File: config.mk
export PLATFORM = sky130hd
export DESIGN_NAME = burst_col_seq
export DESIGN_NICKNAME = d
export VERILOG_FILES = /design/src/rtl/colseq_pkg.sv /design/src/rtl/colseq_mode_reg.sv /design/src/rtl/colseq_step.sv /design/src/rtl/burst_col_seq.sv
export SDC_FILE = /design/constraint.sdc
export NUM_CORES = 1
export LEC_CHECK = 0
export ABC_AREA = 1
export BUFFER_PORTS_ARGS = -buffer_cell sky130_fd_sc_hd__buf_2
export CELL_PAD_IN_SITES_DETAIL_PLACEMENT = 0
export CELL_PAD_IN_SITES_GLOBAL_PLACEMENT = 1
export CORE_MARGIN = 2
export CORE_UTILIZATION = 40
export CTS_CLUSTER_SIZE = 20
export DETAILED_ROUTE_END_ITERATION = 6
export GPL_ROUTABILITY_DRIVEN = 0
export GPL_TIMING_DRIVEN = 0
export PLACE_DENSITY_LB_ADDON = 0.12
export SLEW_MARGIN = 20
export SYNTH_ARGS = -nofsm -noshare
export SYNTH_HDL_FRONTEND = slang
export SYNTH_HIERARCHICAL = 1
export SYNTH_SLANG_ARGS = --single-unit
File: constraint.sdc
create_clock -name clk -period 2.5 [get_ports clk]
set_input_delay 0.5 -clock clk [delete_from_list [all_inputs] [get_ports clk]]
set_output_delay 0.5 -clock clk [all_outputs]
set_load 0.005 [all_outputs]
File: src/rtl/colseq_pkg.sv
package colseq_pkg;

    localparam int MODE_W = 13;

    typedef enum logic [1:0] {
        ST_IDLE  = 2'd0,
        ST_FIXED = 2'd1,
        ST_PAGE  = 2'd2
    } seq_state_e;

    localparam logic [MODE_W-1:0] MODE_RST = 13'h020;

    function automatic logic mode_word_ok(input logic [MODE_W-1:0] w);
        logic len_ok;
        logic lat_ok;
        len_ok = (w[2] == 1'b0) || (w[2:0] == 3'b111 && w[3] == 1'b0);
        lat_ok = (w[6:4] == 3'b010) || (w[6:4] == 3'b011);
        return len_ok && lat_ok && (w[8:7] == 2'b00);
    endfunction

endpackage

File: src/rtl/colseq_mode_reg.sv
module colseq_mode_reg
    import colseq_pkg::*;
(
    input  logic              clk,
    input  logic              rst_n,
    input  logic              ld,
    input  logic [1:0]        ba,
    input  logic [MODE_W-1:0] din,
    output logic [MODE_W-1:0] main_q,
    output logic [MODE_W-1:0] ext_q,
    output logic              err_q
);
    logic main_sel;
    logic ext_sel;
    logic word_ok;

    always_comb begin
        main_sel = ld && (ba == 2'b00);
        ext_sel  = ld && (ba == 2'b10);
        word_ok  = mode_word_ok(din);
    end

    always_ff @(posedge clk or negedge rst_n) begin
        if (!rst_n) begin
            main_q <= MODE_RST;
            ext_q  <= '0;
            err_q  <= 1'b0;
        end else begin
            err_q <= main_sel && !word_ok;
            if (main_sel && word_ok) main_q <= din;
            if (ext_sel)             ext_q  <= din;
        end
    end
endmodule

File: src/rtl/colseq_step.sv
module colseq_step #(
    parameter int COL_W = 8
) (
    input  logic [COL_W-1:0] start,
    input  logic [COL_W-1:0] beat,
    input  logic [COL_W-1:0] mask,
    input  logic             ilv,
    output logic [COL_W-1:0] addr
);
    logic [COL_W-1:0] seq_low;

    always_comb begin
        seq_low = (start + beat) & mask;
        if (ilv) addr = start ^ (beat & mask);
        else     addr = (start & ~mask) | seq_low;
    end
endmodule

File: src/rtl/burst_col_seq.sv
module burst_col_seq
    import colseq_pkg::*;
#(
    parameter int COL_W = 8
) (
    input  logic              clk,
    input  logic              rst_n,
    input  logic              ld_mode,
    input  logic [1:0]        ld_ba,
    input  logic [12:0]       ld_addr,
    input  logic              cmd_rd,
    input  logic              cmd_wr,
    input  logic [COL_W-1:0]  col_start,
    input  logic              cmd_stop,
    output logic              col_valid,
    output logic [COL_W-1:0]  col_addr,
    output logic              col_is_wr,
    output logic [2:0]        cas_lat,
    output logic [12:0]       ext_mode,
    output logic              mode_err
);
    localparam logic [COL_W-1:0] ONE = COL_W'(1);

    seq_state_e       state_q, state_d;
    logic [MODE_W-1:0] mode_q;
    logic [COL_W-1:0] start_q, beat_q, mask_q;
    logic             ilv_q, wr_q;

    logic             go, new_wr, new_single, new_page;
    logic [1:0]       new_k;
    logic [COL_W-1:0] new_mask;

    colseq_mode_reg u_mode (
        .clk    (clk),
        .rst_n  (rst_n),
        .ld     (ld_mode),
        .ba     (ld_ba),
        .din    (ld_addr),
        .main_q (mode_q),
        .ext_q  (ext_mode),
        .err_q  (mode_err)
    );

    colseq_step #(.COL_W(COL_W)) u_step (
        .start (start_q),
        .beat  (beat_q),
        .mask  (mask_q),
        .ilv   (ilv_q),
        .addr  (col_addr)
    );

    // Decode the mode register for a command sampled this cycle.
    always_comb begin
        go         = cmd_rd || cmd_wr;
        new_wr     = cmd_wr && !cmd_rd;
        new_single = new_wr && mode_q[9];
        new_page   = !new_single && (mode_q[2:0] == 3'b111);
        new_k      = new_single ? 2'd0 : mode_q[1:0];
        new_mask   = new_page ? '1 : ((ONE << new_k) - ONE);
    end

    always_comb begin
        state_d = state_q;
        unique case (state_q)
            ST_IDLE: begin
                if (go) state_d = new_page ? ST_PAGE : ST_FIXED;
            end
            ST_FIXED: begin
                if (go)                               state_d = new_page ? ST_PAGE : ST_FIXED;
                else if (cmd_stop || beat_q == mask_q) state_d = ST_IDLE;
            end
            ST_PAGE: begin
                if (go)            state_d = new_page ? ST_PAGE : ST_FIXED;
                else if (cmd_stop) state_d = ST_IDLE;
            end
            default: state_d = ST_IDLE;
        endcase
    end

    always_ff @(posedge clk or negedge rst_n) begin
        if (!rst_n) state_q <= ST_IDLE;
        else        state_q <= state_d;
    end

    always_ff @(posedge clk or negedge rst_n) begin
        if (!rst_n) begin
            start_q <= '0;
            beat_q  <= '0;
            mask_q  <= '0;
            ilv_q   <= 1'b0;
            wr_q    <= 1'b0;
        end else if (go) begin
            start_q <= col_start;
            beat_q  <= '0;
            mask_q  <= new_mask;
            ilv_q   <= mode_q[3] && !new_page;
            wr_q    <= new_wr;
        end else if (state_d != ST_IDLE) begin
            beat_q  <= beat_q + ONE;
        end
    end

    always_comb begin
        col_valid = (state_q != ST_IDLE);
        col_is_wr = col_valid && wr_q;
        cas_lat   = mode_q[6:4];
    end
endmodule

# --- Word level (Yosys, flattened, before mapping) ---
# Cells that the tools add are included.
# Widths: inputs -> output; s select.
totals:
  register_bits: 52
  inputBits: 29
  output_inout_bits: 27
  word_cells: 67
classes:
  n_addsub: 3
  n_eq_ne: 8
  shifts: 1
  muxes: 12
  n_bitwise: 8
  n_reduce_logical: 26
op_table:
  columns: ["operator", "count"]
  rows:
  - ["$mux 8", 4]
  - ["$and 8x8->8", 3]
  - ["$mux 2", 7]
  - ["$logic_and 1x1->1", 12]
  - ["$add 8x1->8 const B", 1]
  - ["$add 8x8->8", 1]
  - ["$eq 8x8->1", 1]
  - ["$not 8->8", 1]
  - ["$or 8x8->8", 1]
  - ["$shl 1x2->8 const A", 1]
  - ["$sub 8x1->8 const B", 1]
  - ["$xor 8x8->8", 1]
  - ["$eq 3x2->1 const B", 2]
  - ["$eq 3x3->1 const B", 2]
  - ["$logic_not 2->1", 3]
  - ["$pmux 2 s3", 1]
  - ["$reduce_bool 2->1", 3]
  - ["$eq 2x2->1 const B", 2]
  - ["$logic_not 1->1", 4]
  - ["$logic_or 1x1->1", 4]
  - ["$eq 2x1->1 const B", 1]
  - ["$not 1->1", 2]

# --- Depth between registers and ports, before layout ---
# Gate-level depths: netlist (run 1).
logic_depth:
  word_depth: 11
  mapped_depth: 11
  depth_no_buf: 11

# --- Hierarchy ---
# The synthesis (run 1) kept the hierarchy.
modules_own_cells:
  columns: ["mod", "instances", "cells_each", "area_each_um2"]
  rows:
  - ["burst_col_seq", 1, 170, 1271.2]
  - ["colseq_mode_reg", 1, 118, 1098.6]
  - ["colseq_step", 1, 121, 623.1]

# --- Worst setup path after synthesis (run 1) ---
# Ideal clock, no wire load.
synth_path:
  path_kind: "register -> output"
  from: "register beat_q[0]"
  to: "output col_addr[2]"
  t_arrival_ps: 1492
  setup_slack_ps: 508
  path_stages_with_launch: 9
  path_buffers: 0
  cell_sequence: "dfrtp_1 -> ha_1 -> inv_1 -> fa_1 -> inv_1 -> a21oi_1 -> o21ai_0 -> nand2_1 -> a22o_1"
synth_between:
  elab_chain_len: 4
synth_rtl:
  columns: ["item", "line", "source"]
  rows:
  - ["start: declaration", "burst_col_seq.sv:26", "logic [COL_W-1:0] start_q, beat_q, mask_q;"]
  - ["start signal: assignment", "burst_col_seq.sv:99", "beat_q <= beat_q + ONE;"]
  - ["$add 8x8->8", "colseq_step.sv:13", "seq_low = (start + beat) & mask;"]
  - ["$and 8x8->8", "colseq_step.sv:13", null]
  - ["$or 8x8->8", "colseq_step.sv:15", "else addr = (start & ~mask) | seq_low;"]
  - ["$mux 8", "colseq_step.sv:14", "if (ilv) addr = start ^ (beat & mask);"]
  - ["end: declaration", "burst_col_seq.sv:16", "output logic [COL_W-1:0] col_addr,"]
# No other way between the ends.

# --- Final worst setup path (run 1) ---
layout_path:
  from: "register beat_q[0]"
  to: "output col_addr[6]"
# Same word-level chain as after synthesis.

==> impl_metrics.toml, run 1 <==
[worst_hold_path]
holdCritPathClass = "in2async"

[clocking]
htree_levels = 2
clockBufferDepth = 2
clock-sinks = 46
cts_buffers = 5
clk_latency_ps = 310
clk_pin_slew_ps = 100
clockRootBuffer = "clkbuf_8"
cts_tree = "done"
cts_hold_buf = 0

[floorplanning]
initial_core_util = 0.414
placementRows = 30
die-area_um2 = 7710
coreArea_um2 = 6790
dieWidth_um = 87.8
boundaryPins = 56
die_y_um = 87.8

[critical_path]
required_ps = 2000
setup.worst_path.class = "reg2out"
start_kind = "flop"
cp-end-kind = "primary output"
path_max_fanout = 5
crit_arrival_ps = 1870

[logic_synthesis]
syn_avg_cell_area_um2 = 7.19
yosys_warnings = 6
netlist_area_um2 = 2810
syn_nets = 429
syn_inst = 391

[grt]
grt_max_degree = 47
grt-ovfl-total = 0
grt.total_usage = 0.188
grt_pass1_wl_mm = 11.5
grt_pass1_vias = 2480
antenna_found_initial = 0

[final_layout]
drive_gt1_frac = 0.230
utilization = 0.500
syn2layout_area_growth_pct = 20.8
nets = 493
fin_cells = 552
final_common_cell = "nand2_1"
n_antenna_cell = 0
mostFrequentLayoutCells = "nand2_1, buf_2, inv_1"

[placement]
io_buffer_count = 55
post-place-cells = 542
dp.final_hpwl_mm = 4.84

[sta]
relSlewSlack = 0.594
holdWs_ps = 184
finalHoldViolCount = 0
clock_skew_ps = 13.1
worst-slew-pin-transition_ps = 609
fmax_mhz = 423
finalCritPeriodShare = 0.947
slew_viol_final = 0
setup_viol = 0
min_period_ps = 2370

[power_and_ir_drop]
p_leak_nw = 1.83
powerDensity_nw_per_um2 = 495
clock_power_share = 0.296
switching_share = 0.299
switchingPower_mw = 0.502
power_frac_comb = 0.193
p_int_mw = 1.18
pwr-share-seq = 0.511
ir_drop_uv = 302

[detailed_routing]
vias_per_cell = 4.68
wirelength_mm = 6.43
drt-initial-drc-count = 87
dr_total_vias = 2586
wl_per_cell_um = 11.7
ant_nets = 0
route.detailed.drc = 0
first_pass_iters = 4

[run]
cap_viol_max_count = 0

[status]
status = "complete, no violations"
sequential cells by signal, indices dropped and copies added (netlist names):
signal / count
u_mode/err_q: 1
start_q: 8
mask_q: 4
beat_q: 8
wr_q: 1
u_mode/ext_q: 13
state_q: 2
u_mode/main_q: 8
ilv_q: 1
routing by layer:
metal / up-vias / GRT usage / share of wire
met5: - / 0 / 0
li1: 1353 / - / -
met4: 0 / 0.0434 / 0.0082
met3: 4 / 0.0377 / 0.038
met1: 1178 / 0.246 / 0.48
met2: 51 / 0.322 / 0.48
power groups by stage:
stage               clock, mW  sequential [mW]  combinational [mW]
floorplan                   0            0.866               0.180
global placement            0            0.869               0.307
detailed placement          0            0.870               0.316
CTS                     0.522            0.856               0.319
global route            0.546            0.869               0.379
finish                  0.498            0.859               0.324
timing repair:
item	in CTS	in global routing
pin swaps	0	1
buffers inserted	1	1
endpoints found under the setup margin	3	6
gates resized for setup	3	18
through the flow:
| stage | setup WS (ps) | power, mW | instance area (um^2) | TNS, ps |
|---|---|---|---|---|
| 6_report | 133 | 1.68 | 3400 | 0 |
| 3_3_place_gp | 184 | 1.18 | 3210 | 0 |
| 5_1_grt | -9.59 | 1.79 | 3400 | -12.6 |
| 4_1_cts | 15.2 | 1.70 | 3320 | 0 |
| 2_1_floorplan | 508 | 1.05 | 2810 | 0 |
| 3_5_place_dp | 172 | 1.19 | 3210 | 0 |
worst max-delay path, cell delays in order, from the launching register on:
cell,delay (ps)
dfrtp_2,450
ha_4,160
inv_1,40
fa_2,350
inv_4,100
nand2_1,70
nand4_1,80
nand3_1,80
nand2_1,80
nand2_1,40
buf_2,110
final timing paths:
path / start / end / slack [ps] / cells after the start
min in group clk: col_start[4] / start_q[4]$_DFFE_PN0N_ / 390 / 3
min reg2reg: u_mode/main_q[5]$_DFFE_PN1P_ / u_mode/main_q[5]$_DFFE_PN1P_ / 450 / 2
max in group asynchronous: rst_n / beat_q[2]$_DFFE_PN0P_ / 1850 / 1
max reg2reg: mask_q[7]$_DFFE_PN0N_ / beat_q[1]$_DFFE_PN0P_ / 770 / 11
min: rst_n / u_mode/ext_q[3]$_DFFE_PN0P_ / 180 / 1
max: beat_q[0]$_DFFE_PN0P_ / col_addr[6] / 130 / 10
area by class of cell:
class / count / area, um^2
Clock inverter: 2 / 16.3
Multi-Input combinational cell: 277 / 1440
Fill cell: 710 / 3400
Timing Repair Buffer: 57 / 293
Tap cell: 96 / 120
Buffer: 10 / 66.3
Clock buffer: 6 / 82.6
Sequential cell: 46 / 1160
Inverter: 58 / 220
Power figures use the tool's default switching activity.
==> run 2, diff against run 1 <==
- BUFFER_PORTS_ARGS: -buffer_cell sky130_fd_sc_hd__buf_2 -> not set
- CORE_UTILIZATION: 40 -> 47
- DONT_BUFFER_PORTS: not set -> 1
- SYNTH_HIERARCHICAL: 1 -> not set
==> run 2 against run 1 <==
Effect of this change:
- sequential cell count unchanged
- synthesized cell count is 17% lower
- design area down 12%
- worst hold slack worse by 150 ps
- via count down 19%
- sequential share of layout area increased by 4.3 points
- critical endpoint is now col_addr[4]
- non-clock buffer count down 56
- critical path depth fell by 2
==> impl_metrics.toml, run 2 <==
[grt]
grt_pass1_vias = 2067
antenna_found_initial = 0
grt_pass1_wl_mm = 9.72
grt_max_degree = 46
grt.total_usage = 0.198
grt-ovfl-total = 0

[logic_synthesis]
async_reset_ff_frac = 1.00
ys_ff_latch = 46
synth_enable_flop_cells = 0
yosysUniqueCellTypes = 36
synth_ff_type = "dfrtp_1"
syn_avg_cell_area_um2 = 8.38
ys_seq_area_frac = 0.423
synth_top_cell_by_area = "dfrtp_1"
synthTopCellsByArea = "dfrtp_1, nand2_1, ha_1"
syn_nets = 371
netlist_area_um2 = 2720
synth_top_area_frac = 0.413
yosysMostFrequentCell = "nand2_1"
yosys_warnings = 0
syn_inst = 325
ys_top_cells_by_count = "nand2_1, dfrtp_1, inv_1"

[sta]
slew_viol_final = 0
finalHoldViolCount = 0
finalSetupTns_ps = 0
min_period_ps = 2400
clock_skew_ps = 8.30
finalCritPeriodShare = 0.960
setup_viol = 0
fmax_mhz = 417
relSlewSlack = 0.764
worst-slew-pin-transition_ps = 354
rsz0062_at_grt = "false"

[critical_path]
r2r_setup_slack_ps = 740
slowest_stage = "dfrtp_1"
setup.worst_path.class = "reg2out"
worstRegToRegCells = 9
timing.rr.start = "mask_q[7]$_DFFE_PN0N_"
crit_end = "col_addr[4]"
start_kind = "flop"
crit_chain = "ha_2 -> inv_1 -> fa_2 -> inv_2 -> nand3_1 -> a21oi_1 -> nor3_2 -> o22ai_2"
path_max_fanout = 4
max_stage_delay_ps = 420
startpoint = "start_q[0]$_DFFE_PN0N_"
crit_arrival_ps = 1900
required_ps = 2000
rr_endpoint = "beat_q[2]$_DFFE_PN0P_"
cp-end-kind = "primary output"

[floorplanning]
dieWidth_um = 80.1
placementRows = 27
die_y_um = 80.1
initial_core_util = 0.492
coreArea_um2 = 5540
boundaryPins = 56
die-area_um2 = 6420

[placement]
post-place-cells = 397
placed_area_um2 = 2810
io_buffer_count = 0
dp.final_hpwl_mm = 4.22

[final_layout]
syn2layout_area_growth_pct = 10.3
num-fill-cells = 546
utilization = 0.542
multi_input_area_um2 = 1390
largest_register_ff_count = 13
drive_gt1_frac = 0.176
seq_area_um2 = 1160
final_common_cell = "nand2_1"
nets = 380
mostFrequentLayoutCells = "nand2_1, dfrtp_1, inv_1"
fin_cells = 407
largest-register = "u_mode.ext_q"
fin_area_um2 = 3000
n_antenna_cell = 0

[power_and_ir_drop]
powerDensity_nw_per_um2 = 554
p_leak_nw = 1.54
switching_share = 0.272
ir_drop_uv = 376
clock_power_share = 0.334
p_int_mw = 1.21
pwr-share-seq = 0.519
power_frac_comb = 0.147
switchingPower_mw = 0.453

[status]
status = "complete, no violations"

[detailed_routing]
wirelength_mm = 5.73
route.detailed.drc = 0
dr_total_vias = 2097
vias_per_cell = 5.15
wl_per_cell_um = 14.1
drt-initial-drc-count = 59
first_pass_iters = 5
ant_nets = 0

[clocking]
cts_buffers = 5
clk_latency_ps = 300
clockBufferDepth = 2
htree_levels = 2
clock-sinks = 46
cts_tree = "done"
clk_pin_slew_ps = 90
clockRootBuffer = "clkbuf_8"

[run]
cap_viol_max_count = 0

[worst_hold_path]
holdCritPathClass = "in2async"
run 2: cell types whose count changed in the layout (fill, tap and decap cells not counted), moves of 4 or more:
cell / delta
o21ai_1: -5
buf_2: -55
inv_1: -20
mux2_2: +7
nor2_1: -16
o21ai_2: +6
inv_2: +4
nand4_1: -7
ha_1: +9
a21oi_1: +7
nand3_1: +6
nand2_1: -55
run 2: layout make-up:
cell class / instances / area share
multi-input combinational: 229 / 0.464
sequential: 46 / 0.385
inverter: 41 / 0.0512
tap: 72 / 0.0300
clock buffer: 6 / 0.0242
buffer: 9 / 0.0217
clock inverter: 2 / 0.0125
timing repair buffer: 2 / 0.0117
run 2: worst min path at each step:
| stage | startpoint | to | slack (ps) | cells past startpoint |
|---|---|---|---|---|
| after floorplan | rst_n | beat_q[0]$_DFFE_PN0P_ | 200 | 0 |
| after global placement | rst_n | u_mode.ext_q[12]$_DFFE_PN0P_ | 210 | 0 |
| after detailed placement | rst_n | u_mode.ext_q[12]$_DFFE_PN0P_ | 210 | 0 |
| after CTS | rst_n | u_mode.main_q[5]$_DFFE_PN1P_ | 20 | 0 |
| after global routing | rst_n | u_mode.main_q[5]$_DFFE_PN1P_ | 10 | 0 |
| final | rst_n | start_q[2]$_DFFE_PN0N_ | 30 | 1 |
run 2: what timing repair did:
item,4_1_cts,5_1_grt
hold buffers,1,0
endpoints found under the hold margin,45,0
endpoints found under the setup margin,1,5
pin swaps,0,2
gates resized for setup,0,13
setup buffers,1,0
run 2: stage by stage:
step	hold WS [ps]	setup slack, ps	total power, mW
floorplan	204	479	1.04
CTS	24.2	11.2	1.68
finish	33.6	101	1.67
global placement	205	295	1.09
detailed placement	205	310	1.10
global route	12.5	15.0	1.76
run 2: power by group through the flow:
| stage | registers, mW | logic (mW) | clock network, mW |
|---|---|---|---|
| after floorplan | 0.867 | 0.178 | 0 |
| after global placement | 0.880 | 0.214 | 0 |
| after detailed placement | 0.882 | 0.219 | 0 |
| after CTS | 0.866 | 0.243 | 0.575 |
| after global routing | 0.874 | 0.280 | 0.603 |
| final | 0.865 | 0.244 | 0.556 |
run 2: critical path, delay by kind of cell (launching register included):
family | cells | cell delay, ps
fa+ha+maj | 2 | 560
flops | 1 | 420
compound gates | 2 | 350
simple gates | 2 | 150
buf+inv | 2 | 120
run 2: cell families after synthesis:
kind of cell	Yosys count	synth area share
compound gates	46	0.105
xor+xnor	10	0.0322
fa+ha+maj	17	0.0808
buf+inv	50	0.0804
flops	46	0.423
mux	7	0.0289
simple gates	149	0.250
run 2: layer usage:
| layer | track usage | vias up | part of all wire |
|---|---|---|---|
| li1 | - | 1070 | - |
| met1 | 0.257 | 982 | 0.46 |
| met2 | 0.336 | 41 | 0.49 |
| met3 | 0.0416 | 4 | 0.046 |
| met4 | 0.0508 | 0 | 0.0077 |
| met5 | 0 | - | 0 |
